**src/rtl/imm_fetch_pkg.sv**
```systemverilog
// Package: shared types for the immediate fetch controller.
// Assumes: the controller never needs more than three fetch states.
package imm_fetch_pkg;

    typedef enum logic [1:0] {
        ST_IDLE  = 2'd0,
        ST_FETCH = 2'd1,
        ST_EMPTY = 2'd2
    } fetch_state_e;

    // Pick the override part when present, otherwise the default mode bit.
    function automatic logic pick_part(input logic present, input logic ovr, input logic dflt);
        return present ? ovr : dflt;
    endfunction

endpackage

```
**src/rtl/imm_mode_decode.sv**
```systemverilog
// Module: imm_mode_decode
// Resolves the data part and stream part of a request, then the byte count.
// Assumes: purely combinational; the caller samples the outputs at acceptance.
module imm_mode_decode #(
    parameter int ADDR_W  = 24,
    parameter int BYTE_W  = 8,
    parameter int SHORT_W = 16,
    parameter int CNT_W   = 2
) (
    input  logic             sfx_present,
    input  logic             sfx_data_long,
    input  logic             sfx_stream_long,
    input  logic             mode_long,
    input  logic             len_fixed,
    input  logic [CNT_W-1:0] fixed_len,
    output logic             data_long,
    output logic [CNT_W-1:0] byte_count
);
    import imm_fetch_pkg::*;

    localparam int SHORT_BYTES = SHORT_W / BYTE_W;
    localparam int LONG_BYTES  = ADDR_W / BYTE_W;

    logic stream_long;

    // Resolve both parts and the byte count for this request.
    always_comb begin
        data_long   = pick_part(sfx_present, sfx_data_long, mode_long);
        stream_long = pick_part(sfx_present, sfx_stream_long, mode_long);
        if (len_fixed)
            byte_count = fixed_len;
        else if (stream_long)
            byte_count = CNT_W'(LONG_BYTES);
        else
            byte_count = CNT_W'(SHORT_BYTES);
    end

endmodule

```
**src/rtl/imm_byte_collector.sv**
```systemverilog
// Module: imm_byte_collector
// Consumes stream bytes one per cycle and assembles them least significant first.
// Assumes: req_take only while req_ready; byte_count never exceeds NBYTES.
module imm_byte_collector #(
    parameter int BYTE_W  = 8,
    parameter int NBYTES  = 3,
    parameter int SHORT_W = 16,
    parameter int CNT_W   = 2
) (
    input  logic                     clk,
    input  logic                     rst_n,
    input  logic                     req_take,
    input  logic [CNT_W-1:0]         byte_count,
    input  logic                     byte_valid,
    input  logic [BYTE_W-1:0]        byte_data,
    output logic                     byte_ready,
    output logic                     req_ready,
    output logic                     finish,
    output logic [NBYTES*BYTE_W-1:0] value_next,
    output logic                     done,
    output logic [NBYTES*BYTE_W-1:0] imm_q
);
    import imm_fetch_pkg::*;

    localparam int VAL_W       = NBYTES * BYTE_W;
    localparam int SHORT_BYTES = SHORT_W / BYTE_W;

    fetch_state_e                   state_q;
    logic [CNT_W-1:0]               cnt_q;
    logic [CNT_W-1:0]               tgt_q;
    logic [NBYTES-1:0][BYTE_W-1:0]  lane_q;
    logic [NBYTES-1:0][BYTE_W-1:0]  lane_next;
    logic                           take_byte;
    logic                           last_byte;
    logic                           done_q;

    // Handshake qualifiers for the current cycle.
    always_comb begin
        take_byte  = (state_q == ST_FETCH) && byte_valid;
        last_byte  = take_byte && (cnt_q == CNT_W'(tgt_q - 1'b1));
        finish     = last_byte || (state_q == ST_EMPTY);
        byte_ready = (state_q == ST_FETCH);
        req_ready  = (state_q == ST_IDLE) && !done_q;
    end

    // One lane per byte position: each lane captures its own byte index.
    for (genvar i = 0; i < NBYTES; i++) begin : g_lane
        // Merge the byte arriving this cycle into its lane.
        always_comb begin
            lane_next[i] = (take_byte && cnt_q == CNT_W'(i)) ? byte_data : lane_q[i];
        end

        // Lane storage, cleared on reset and on each accepted request.
        always_ff @(posedge clk) begin
            if (!rst_n || req_take)
                lane_q[i] <= '0;
            else
                lane_q[i] <= lane_next[i];
        end
    end

    assign value_next = VAL_W'(lane_next);

    // Fetch sequencing: idle, fetching, or a zero-length completion.
    always_ff @(posedge clk) begin
        if (!rst_n) begin
            state_q <= ST_IDLE;
            cnt_q   <= '0;
            tgt_q   <= '0;
        end else if (req_take) begin
            state_q <= (byte_count == '0) ? ST_EMPTY : ST_FETCH;
            cnt_q   <= '0;
            tgt_q   <= byte_count;
        end else if (finish) begin
            state_q <= ST_IDLE;
            cnt_q   <= '0;
        end else if (take_byte) begin
            cnt_q   <= cnt_q + 1'b1;
        end
    end

    // Completion pulse and the held result value.
    always_ff @(posedge clk) begin
        if (!rst_n) begin
            done_q <= 1'b0;
            imm_q  <= '0;
        end else begin
            done_q <= finish;
            if (finish)
                imm_q <= value_next;
        end
    end

    assign done = done_q;

    // the completion pulse never lasts two cycles.
    p_done_single_r9: assert property (@(posedge clk) disable iff (!rst_n)
        done_q |=> !done_q);

    // the byte counter stays below the target while fetching.
    p_cnt_bound_r8: assert property (@(posedge clk) disable iff (!rst_n)
        (state_q == ST_FETCH) |-> (cnt_q < tgt_q));

    // a short fetch leaves the upper bytes zero.
    p_zero_ext_r3: assert property (@(posedge clk) disable iff (!rst_n)
        (done_q && tgt_q <= CNT_W'(SHORT_BYTES)) |-> (imm_q[VAL_W-1:SHORT_W] == '0));

    // the target does not change while a fetch is in progress.
    p_tgt_stable_r10: assert property (@(posedge clk) disable iff (!rst_n)
        (state_q == ST_FETCH && $past(state_q == ST_FETCH)) |-> $stable(tgt_q));

endmodule

```
**src/rtl/imm_addr_former.sv**
```systemverilog
// Module: imm_addr_former
// Samples the data part and base at acceptance; forms the effective address at completion.
// Assumes: finish and value come from the collector in the same cycle.
module imm_addr_former #(
    parameter int ADDR_W  = 24,
    parameter int SHORT_W = 16
) (
    input  logic              clk,
    input  logic              rst_n,
    input  logic              req_take,
    input  logic              data_long,
    input  logic [ADDR_W-SHORT_W-1:0] base_reg,
    input  logic              finish,
    input  logic [ADDR_W-1:0] value,
    output logic [ADDR_W-1:0] eff_addr,
    output logic              wide
);
    localparam int BASE_W = ADDR_W - SHORT_W;

    logic              long_q;
    logic [BASE_W-1:0] base_q;
    logic [ADDR_W-1:0] addr_q;
    logic              wide_q;

    // Capture the data part and base when a request is taken.
    always_ff @(posedge clk) begin
        if (!rst_n) begin
            long_q <= 1'b0;
            base_q <= '0;
        end else if (req_take) begin
            long_q <= data_long;
            base_q <= base_reg;
        end
    end

    // Form the address and width flag on completion; hold otherwise.
    always_ff @(posedge clk) begin
        if (!rst_n) begin
            addr_q <= '0;
            wide_q <= 1'b0;
        end else if (finish) begin
            addr_q <= long_q ? value : {base_q, value[SHORT_W-1:0]};
            wide_q <= long_q;
        end
    end

    assign eff_addr = addr_q;
    assign wide     = wide_q;

    // address and width hold between completions.
    p_addr_hold_r9: assert property (@(posedge clk) disable iff (!rst_n)
        !finish |=> ($stable(addr_q) && $stable(wide_q)));

endmodule

```
**src/rtl/imm_fetch_ctrl.sv**
```systemverilog
// Module: imm_fetch_ctrl (top)
// Resolves the width override, fetches the immediate bytes and forms the address.
// Assumes: ADDR_W and SHORT_W are whole multiples of BYTE_W.
module imm_fetch_ctrl #(
    parameter int ADDR_W  = 24,
    parameter int SHORT_W = 16,
    parameter int BYTE_W  = 8,
    localparam int NBYTES = ADDR_W / BYTE_W,
    localparam int CNT_W  = $clog2(NBYTES + 1),
    localparam int BASE_W = ADDR_W - SHORT_W
) (
    input  logic              clk,
    input  logic              rst_n,
    input  logic              req_valid,
    output logic              req_ready,
    input  logic              sfx_present,
    input  logic              sfx_data_long,
    input  logic              sfx_stream_long,
    input  logic              mode_long,
    input  logic              len_fixed,
    input  logic [CNT_W-1:0]  fixed_len,
    input  logic [BASE_W-1:0] base_reg,
    input  logic              byte_valid,
    input  logic [BYTE_W-1:0] byte_data,
    output logic              byte_ready,
    output logic              done,
    output logic [ADDR_W-1:0] imm_out,
    output logic [ADDR_W-1:0] eff_addr,
    output logic              wide
);
    logic              data_long;
    logic [CNT_W-1:0]  byte_count;
    logic              req_take;
    logic              finish;
    logic [ADDR_W-1:0] value_next;

    // A request is taken only when offered and the block is ready.
    assign req_take = req_valid && req_ready;

    imm_mode_decode #(
        .ADDR_W (ADDR_W),
        .BYTE_W (BYTE_W),
        .SHORT_W(SHORT_W),
        .CNT_W  (CNT_W)
    ) u_decode (
        .sfx_present    (sfx_present),
        .sfx_data_long  (sfx_data_long),
        .sfx_stream_long(sfx_stream_long),
        .mode_long      (mode_long),
        .len_fixed      (len_fixed),
        .fixed_len      (fixed_len),
        .data_long      (data_long),
        .byte_count     (byte_count)
    );

    imm_byte_collector #(
        .BYTE_W (BYTE_W),
        .NBYTES (NBYTES),
        .SHORT_W(SHORT_W),
        .CNT_W  (CNT_W)
    ) u_collect (
        .clk       (clk),
        .rst_n     (rst_n),
        .req_take  (req_take),
        .byte_count(byte_count),
        .byte_valid(byte_valid),
        .byte_data (byte_data),
        .byte_ready(byte_ready),
        .req_ready (req_ready),
        .finish    (finish),
        .value_next(value_next),
        .done      (done),
        .imm_q     (imm_out)
    );

    imm_addr_former #(
        .ADDR_W (ADDR_W),
        .SHORT_W(SHORT_W)
    ) u_addr (
        .clk      (clk),
        .rst_n    (rst_n),
        .req_take (req_take),
        .data_long(data_long),
        .base_reg (base_reg),
        .finish   (finish),
        .value    (value_next),
        .eff_addr (eff_addr),
        .wide     (wide)
    );

    // a wide result uses the immediate as the address unchanged.
    p_wide_addr_r7: assert property (@(posedge clk) disable iff (!rst_n)
        (done && wide) |-> (eff_addr == imm_out));

    // a narrow result keeps the immediate's low half as the offset.
    p_narrow_offset_r6: assert property (@(posedge clk) disable iff (!rst_n)
        (done && !wide) |-> (eff_addr[SHORT_W-1:0] == imm_out[SHORT_W-1:0]));

    // no byte is requested while a new request can be taken.
    p_ready_exclusive_r10: assert property (@(posedge clk) disable iff (!rst_n)
        !(byte_ready && req_ready));

    // the resolved count never exceeds the widest fetch.
    p_count_range_r5: assert property (@(posedge clk) disable iff (!rst_n)
        req_take |-> (byte_count <= CNT_W'(NBYTES)));

endmodule

```
**config.mk**
```make
export PLATFORM = sky130hd
export DESIGN_NAME = imm_fetch_ctrl
export DESIGN_NICKNAME = d
export VERILOG_FILES = /design/src/rtl/imm_fetch_pkg.sv /design/src/rtl/imm_mode_decode.sv /design/src/rtl/imm_byte_collector.sv /design/src/rtl/imm_addr_former.sv /design/src/rtl/imm_fetch_ctrl.sv
export SDC_FILE = /design/constraint.sdc
export NUM_CORES = 1
export LEC_CHECK = 0
export BUFFER_PORTS_ARGS = -buffer_cell sky130_fd_sc_hd__buf_4
export CORE_ASPECT_RATIO = 1.5
export CORE_MARGIN = 8
export CORE_UTILIZATION = 50
export DETAILED_ROUTE_END_ITERATION = 6
export PLACE_DENSITY_LB_ADDON = 0.05
export REMOVE_ABC_BUFFERS = 1
export SYNTH_ARGS = -nofsm -noshare
export SYNTH_HDL_FRONTEND = slang
export SYNTH_SLANG_ARGS = --single-unit
```
**constraint.sdc**
```tcl
create_clock -name clk -period 1.9 [get_ports clk]
set_input_delay 0.38 -clock clk [delete_from_list [all_inputs] [get_ports clk]]
set_output_delay 0.38 -clock clk [all_outputs]
set_load 0.005 [all_outputs]
```
======== Yosys cells after proc, flatten, opt, wreduce, memory -nomap -nowiden ========
Cells that the tools add are included.
storage, ports and cells
  flip-flop bits (word level) ............. 89
  bits of input ports ..................... 27
  output and inout port bits .............. 52
  word-level logic and storage cells ...... 47
operators by class
  add/subtract/negate cells ............... 2
  equality and inequality tests ........... 5
  bitwise logic cells ..................... 1
  reductions and logical operators ........ 16
  mux-type cells .......................... 11
operator list
  cell                                                                 number
  24-bit two-way mux                                                   1
  8-bit two-way mux                                                    3
  2-bit two-way mux                                                    4
  1-bit logical AND                                                    7
  2-bit zero test                                                      3
  2-bit by 1-bit == test with 1-bit output (second input constant)     2
  2-bit == test (second input constant)                                2
  1-bit two-way mux                                                    3
  3-bit OR reduction                                                   1
  2-bit by 1-bit adder with 2-bit output (second input constant)       1
  2-bit == test                                                        1
  1-bit zero test                                                      2
  1-bit logical OR                                                     2
  2-bit nonzero test                                                   1
  2-bit by 1-bit subtractor with 2-bit output (second input constant)  1
  1-bit inverter                                                       1

======== Depth between registers and ports, before layout ========
Gate-level depths: netlist (run 1).
  depth after elaboration ................. 6
  mapped depth ............................ 7
  gate-level depth less buffers ........... 6

======== Hierarchy ========
A second synthesis (run 1) with hierarchy kept.
second synthesis, totals
  cells, all modules ...................... 358
  area, all modules ....................... 3777.4 sq um
by module, submodules not included
  module              times used  sequential area each (sq um)  area each (sq um)  cells an instance
  imm_byte_collector  1           1101.1                        2386.0             233
  imm_addr_former     1           680.7                         1348.8             119
  imm_mode_decode     1           0.0                           36.3               5
  imm_fetch_ctrl      1           0.0                           6.3                1

======== Worst setup path after synthesis (run 1) ========
Ideal clock, no wire load.
  path type ............................... reg-to-reg
  start point ............................. register u_collect.cnt_q[1]
  end point ............................... register u_addr.addr_q[10], in the netlist u_addr.eff_addr[10]
  cell stages (with the launch flop) ...... 6
  setup time .............................. 0.123 ns
  arrival ................................. 1.593 ns
  data required time ...................... 1.777 ns
  period minus slack after synthesis ...... 1.716 ns
  buffers on the path ..................... 1
  slack ................................... 0.184 ns
  path through ............................ dfxtp_1 -> xnor2_1 -> mux2i_2 -> a2bb2oi_4 -> buf_6 -> mux2_1
on the way
  cells in the longest elaborated chain, start to end .. 4
  elaborated cells on any way between the ends .. 7
  classes of those cells .................. 2 x eq/ne; 2 x mux; 3 x reduce/logical
ends and longest elaborated chain
  item                                      line                      RTL
  start: declaration                        imm_byte_collector.sv:29  logic [CNT_W-1:0] cnt_q;
  start signal: assignment                  imm_byte_collector.sv:78  cnt_q <= cnt_q + 1'b1;
  2-bit by 1-bit == test with 1-bit output  imm_byte_collector.sv:50  lane_next[i] = (take_byte && cnt_q == CNT_W'(i)) ? byte_data : lane_q[i];
  1-bit logical AND                         imm_byte_collector.sv:50
  8-bit two-way mux                         imm_byte_collector.sv:50
  24-bit two-way mux                        imm_addr_former.sv:42     addr_q <= long_q ? value : {base_q, value[SHORT_W-1:0]};
  end signal: assignment                    imm_addr_former.sv:42
  end: declaration                          imm_addr_former.sv:22     logic [ADDR_W-1:0] addr_q;
Several ways; a longest one is shown, not always the timed one.
A chain may end at the register's enable or synchronous reset.

======== Worst setup path in the final report (run 1) ========
  start point ............................. register u_collect.cnt_q[1]
  end point ............................... register u_addr.addr_q[1], in the netlist u_addr.eff_addr[1]
on the way
  cells in the longest elaborated chain, start to end .. 4
  elaborated cells on any way between the ends .. 7
  classes of those cells .................. 1 x eq/ne; 2 x mux; 4 x reduce/logical
ends and longest elaborated chain
  item                line
  2-bit zero test     imm_byte_collector.sv:50
  1-bit logical AND   imm_byte_collector.sv:50
  8-bit two-way mux   imm_byte_collector.sv:50
  24-bit two-way mux  imm_addr_former.sv:42
Several ways; a longest one is shown, not always the timed one.

==> results of run 1 <==
final cells by class:
| cell class | instances | area, µm² | area share [%] |
|---|---|---|---|
| Sequential cell | 73 | 1460 | 36.4 |
| Timing Repair Buffer | 89 | 706 | 17.6 |
| Inverter | 3 | 11.3 | 0.280 |
| Clock buffer | 11 | 141 | 3.52 |
| Clock inverter | 5 | 55.1 | 1.37 |
| Tap cell | 76 | 95.1 | 2.37 |
| Multi-Input combinational cell | 218 | 1550 | 38.5 |
cells in the final DEF (no fill, tap or decap), types with 2 or more instances in the layout:
cell type   netlist  layout
a21boi_0         10      10
a21o_1            8       8
a21oi_1           2       2
and2_1           15      15
buf_12            0       3
buf_4            18      86
clkbuf_8          0      10
clkinv_2          0       2
clkinvlp_4        0       2
dfxtp_1          73      73
ha_1              3       3
inv_1             3       3
mux2_1            9       9
mux2_2            7       7
mux2i_1          42      42
nand2_1          38      38
nand2b_1          9       9
nand4b_1          3       3
nor2_1           23      23
nor2b_1          21      21
nor3_1            2       2
nor3b_2           2       2
o211a_1           2       2
o21ai_0          10      10
xnor2_1           2       2
kinds of logic (layout without fill, tap and decap cells):
group	count (synthesis)	after routing	share of synthesized area (%)
AND/OR/NAND/NOR	120	120	19.2
flip-flops	73	73	44.8
multiplexers	59	59	18.8
buffers and inverters	41	108	7.72
AO/OA/AOI/OAI	34	34	7.68
adder cells (fa/ha/maj)	3	3	1.15
XOR/XNOR	2	2	0.538
worst max-delay path, stage by stage (launching register included):
cell and delay [ns]:
dfxtp_1 0.34, xnor2_1 0.22, mux2i_2 0.32, a2bb2oi_4 0.20, buf_12 0.22, mux2_2 0.35
stage by stage:
stage	cells	instance area (µm²)	setup slack [ns]	setup TNS (ns)	hold slack, ns
2_1_floorplan	294	3020	-0.195	-2.70	0.440
3_3_place_gp	459	3820	0.181	0	0.447
3_5_place_dp	459	3820	0.143	0	0.454
4_1_cts	475	4020	0.139	0	0.274
5_1_grt	475	4020	0.0454	0	0.277
6_report	475	4020	0.141	0	0.282
sequential cells by signal (all words and copies together), names as in the netlist:
signal             count
u_addr.long_q          1
u_collect.imm_q        8
u_addr.wide            1
u_collect.done         1
u_addr.eff_addr       24
u_collect.tgt_q        2
u_collect.state_q      2
u_addr.base_q          8
u_collect.cnt_q        2
u_collect.lane_q      24
worst paths after layout:
kind / to / cells past startpoint / startpoint
worst min register to register: u_addr.base_q[1] / 2 / u_addr.base_q[1]
worst max-delay path: u_addr.eff_addr[1] / 5 / u_collect.cnt_q[1]
worst min-delay path: u_addr.base_q[0] / 3 / base_reg[0]
worst max register to register: u_addr.eff_addr[1] / 5 / u_collect.cnt_q[1]
report_power, final:
| part | switching [mW] | internal, mW |
|---|---|---|
| clock network | 0.570 | 0.637 |
| registers | 0.0241 | 1.56 |
| logic | 0.146 | 0.142 |
per-layer routing:
| metal | wire (µm) | vias to the layer above |
|---|---|---|
| li1 | - | 1202 |
| met1 | 2920 | 1110 |
| met2 | 3490 | 66 |
| met3 | 461 | 11 |
| met4 | 155 | 0 |
| met5 | 0 | - |
==> results.yml, run 1 <==
floorplanning:
  die_h_um: 115
  row_count: 36
  dieArea_um2: 9410
  ioPinCount: 79
  die_w_um: 81.9
  coreArea_um2: 6400
  initial_core_util_pct: 51.0
hold_path:
  holdCritPathClass: "primary input to register"
final_layout:
  fill_cells: 579
  nets: 424
  drive_gt1_share_pct: 29.6
  syn_to_final_growth_pct: 23.2
  antennaDiodeCount: 0
  final_util_pct: 62.8
sta:
  hold_viol: 0
  max_freq_mhz: 568
  slew_headroom_pct: 73.3
  slew_violations: 0
  finalCritPeriodShare_pct: 92.6
  rsz0062_at_grt: "false"
  fin_crit_ns: 1.76
  setup_viol: 0
  finalClockSkew_ns: 0.00649
  tightest_slew_ns: 0.401
clock_tree:
  root_buffer: "clkbuf_8"
  cts_resized: 0
  cts_hold_buf: 0
  clock_path_buffers: 2
  cts_tree: "done"
  clk_pin_slew_ns: 0.07
  cts_htree_levels: 3
  clock_sinks: 73
  cts-buffers-inserted: 9
  clock_latency_ns: 0.36
  cts_setup_buffers: 0
power_and_ir_drop:
  power_leakage_nw: 1.98
  irDropWorstVdd_mv: 0.522
  total_power_mw: 3.08
  powerDensity_nw_per_um2: 767
global_route:
  grt_util_met3_pct: 4.46
  overflow: 0
  met1_usage_pct: 17.1
  top_usage_layer: "met2"
  met2_usage_pct: 26.8
  antenna_found_initial: 0
  grt_pass1_wl_um: 11500
  grt_max_degree: 43
  grt_pass1_vias: 2497
  track_usage_pct: 15.8
routing:
  ant_nets: 0
  wl_per_cell_um: 14.8
  via_count: 2389
  drt_wl_total_um: 7020
  drtIter0Drc: 99
  remaining_drc_errors: 0
  firstDrtPassIters: 4
  viasPerCell: 5.03
logic_synthesis:
  netlist_instances: 332
  synth_cell_type_count: 34
  ys_top_cells_by_area: "dfxtp_1, mux2i_1, nand2_1"
  synth_top_area_cell: "dfxtp_1"
  synth_warnings: 0
  yosys_most_used_dff: "dfxtp_1"
  synth-edff-count: 0
  yosys-top-cells-count: "dfxtp_1, mux2i_1, nand2_1, nor2_1, nor2b_1"
  yosysSeqAreaShare_pct: 44.8
  synth.cell_area_um2: 3260
  async_flop_share_pct: 0
  synth_seq_cells: 73
  avgSynthCellArea_um2: 9.82
  synth_top_area_share_pct: 44.8
  synth_most_common_cell: "dfxtp_1"
worst_setup_path:
  end_kind: "register"
  critPathArrivalTime_ns: 2.00
  crit_required_ns: 2.14
  crit_path_start_kind: "register"
  cp_max_fo: 26
  worstSetupPathType: "register to register"
  rrSetupSlack_ns: 0.14
run:
  max_cap_violations: 0
run_status:
  outcome: "completed"
placed_design:
  dp_hpwl_um: 4950
  numPortBuffers: 78
  gp_congestion: 0.734
Note: power is estimated with default switching activity, not from simulation.
==> run 2: changes to the inputs <==
Settings changed: PLACE_DENSITY from default to 0.75, PLACE_DENSITY_LB_ADDON 0.05 to default.
==> results.yml, run 2 (synthesized netlist as in run 1, its figures left out) <==
sta:
  tns_ns: 0
  rsz0062_at_grt: "false"
  fin_crit_ns: 1.80
  worst_slack_ns: 0.0954
  tightest_slew_ns: 0.606
  setup_viol: 0
  slew_violations: 0
  finalCritPeriodShare_pct: 95.0
  hold_viol: 0
  max_freq_mhz: 554
  finalClockSkew_ns: 0.00789
  slew_headroom_pct: 59.5
routing:
  firstDrtPassIters: 4
  drtIter0Drc: 99
  viasPerCell: 4.92
  via_count: 2329
  wl_per_cell_um: 13.9
  drt_wl_total_um: 6590
  ant_nets: 0
  remaining_drc_errors: 0
run_status:
  outcome: "completed"
power_and_ir_drop:
  irDropWorstVdd_mv: 0.459
  total_power_mw: 3.21
  power_leakage_nw: 1.98
  powerDensity_nw_per_um2: 799
global_route:
  grt_pass1_wl_um: 11100
  antenna_found_initial: 0
  overflow: 0
  track_usage_pct: 15.0
  grt_max_degree: 70
  grt_pass1_vias: 2345
placed_design:
  placed_cell_area_um2: 3790
  gp_congestion: 0.757
  dp_hpwl_um: 4800
  numPortBuffers: 78
  place_ws_ns: 0.0883
final_layout:
  drive_gt1_share_pct: 29.5
  mostFrequentLayoutCell: "buf_4"
  syn_to_final_growth_pct: 23.4
  antennaDiodeCount: 0
  nets: 422
  final_cell_mix: "buf_4, dfxtp_1, mux2i_1"
  final_cell_area_um2: 4020
  fill_cells: 548
clock_tree:
  clock_path_buffers: 2
  cts_hold_buf: 0
  clock_sinks: 73
  cts_htree_levels: 3
  root_buffer: "clkbuf_8"
  clk_pin_slew_ns: 0.07
  cts_setup_buffers: 0
  cts_resized: 0
  cts_tree: "done"
  clock_latency_ns: 0.34
  cts-buffers-inserted: 9
worst_setup_path:
  cp_max_fo: 9
  critPathArrivalTime_ns: 2.03
  crit_required_ns: 2.13
  worstSetupPathType: "register to register"
  end_kind: "register"
  crit_path_start_kind: "register"
  rrSetupSlack_ns: 0.1
hold_path:
  holdCritPathClass: "primary input to register"
floorplanning:
  coreArea_um2: 6400
  die_h_um: 115
  die_w_um: 81.9
  dieArea_um2: 9410
  row_count: 36
  initial_core_util_pct: 51.0
  ioPinCount: 79
run:
  max_cap_violations: 0
==> run 2: cell count changes in the layout (fill, tap and decap cells not counted), sizes merged <==
cell	before	now
buf	89	87
bufinv	1	2
clkinvlp	2	1
==> run 2: critical path, cell delays in order (launching register included) <==
cell,delay [ns]
dfxtp_1,0.34
xnor2_1,0.24
mux2i_2,0.33
a2bb2oi_4,0.21
buf_4,0.22
mux2_2,0.35
==> run 2: per-stage QoR <==
stage	hold slack [ns]	std cells	utilization [%]
2_1_floorplan	0.440	294	-
4_1_cts	0.288	473	62.9
3_3_place_gp	0.450	457	59.3
5_1_grt	0.289	473	62.9
6_report	0.302	473	62.9
3_5_place_dp	0.454	457	59.3
==> run 2: routing by layer <==
| layer | part of all wire, % | GRT usage, % |
|---|---|---|
| met1 | 43 | 17.8 |
| met2 | 50 | 24.5 |
| met3 | 5.1 | 3.29 |
| met4 | 1.9 | 7.76 |
| met5 | 0 | 0 |
==> run 2: final timing paths <==
| check | startpoint | to | depth (start not counted) |
|---|---|---|---|
| worst max-delay path | u_collect.cnt_q[1] | u_addr.eff_addr[2] | 5 |
| worst min-delay path | base_reg[4] | u_addr.base_q[4] | 3 |
| worst max register to register | u_collect.cnt_q[1] | u_addr.eff_addr[2] | 5 |
| worst min register to register | u_collect.imm_q[20] | u_collect.imm_q[20] | 2 |
==> run 2: layout make-up <==
cell class	instances	area (µm²)	area share, %
Clock buffer	11	151	3.76
Clock inverter	5	77.6	1.93
Inverter	3	11.3	0.280
Multi-Input combinational cell	218	1550	38.5
Sequential cell	73	1460	36.3
Tap cell	76	95.1	2.36
Timing Repair Buffer	87	678	16.9
==> run 2: power by group <==
part	internal (mW)	switching (mW)
logic	0.137	0.135
clock network	0.806	0.547
registers	1.56	0.0280
total	2.50	0.710
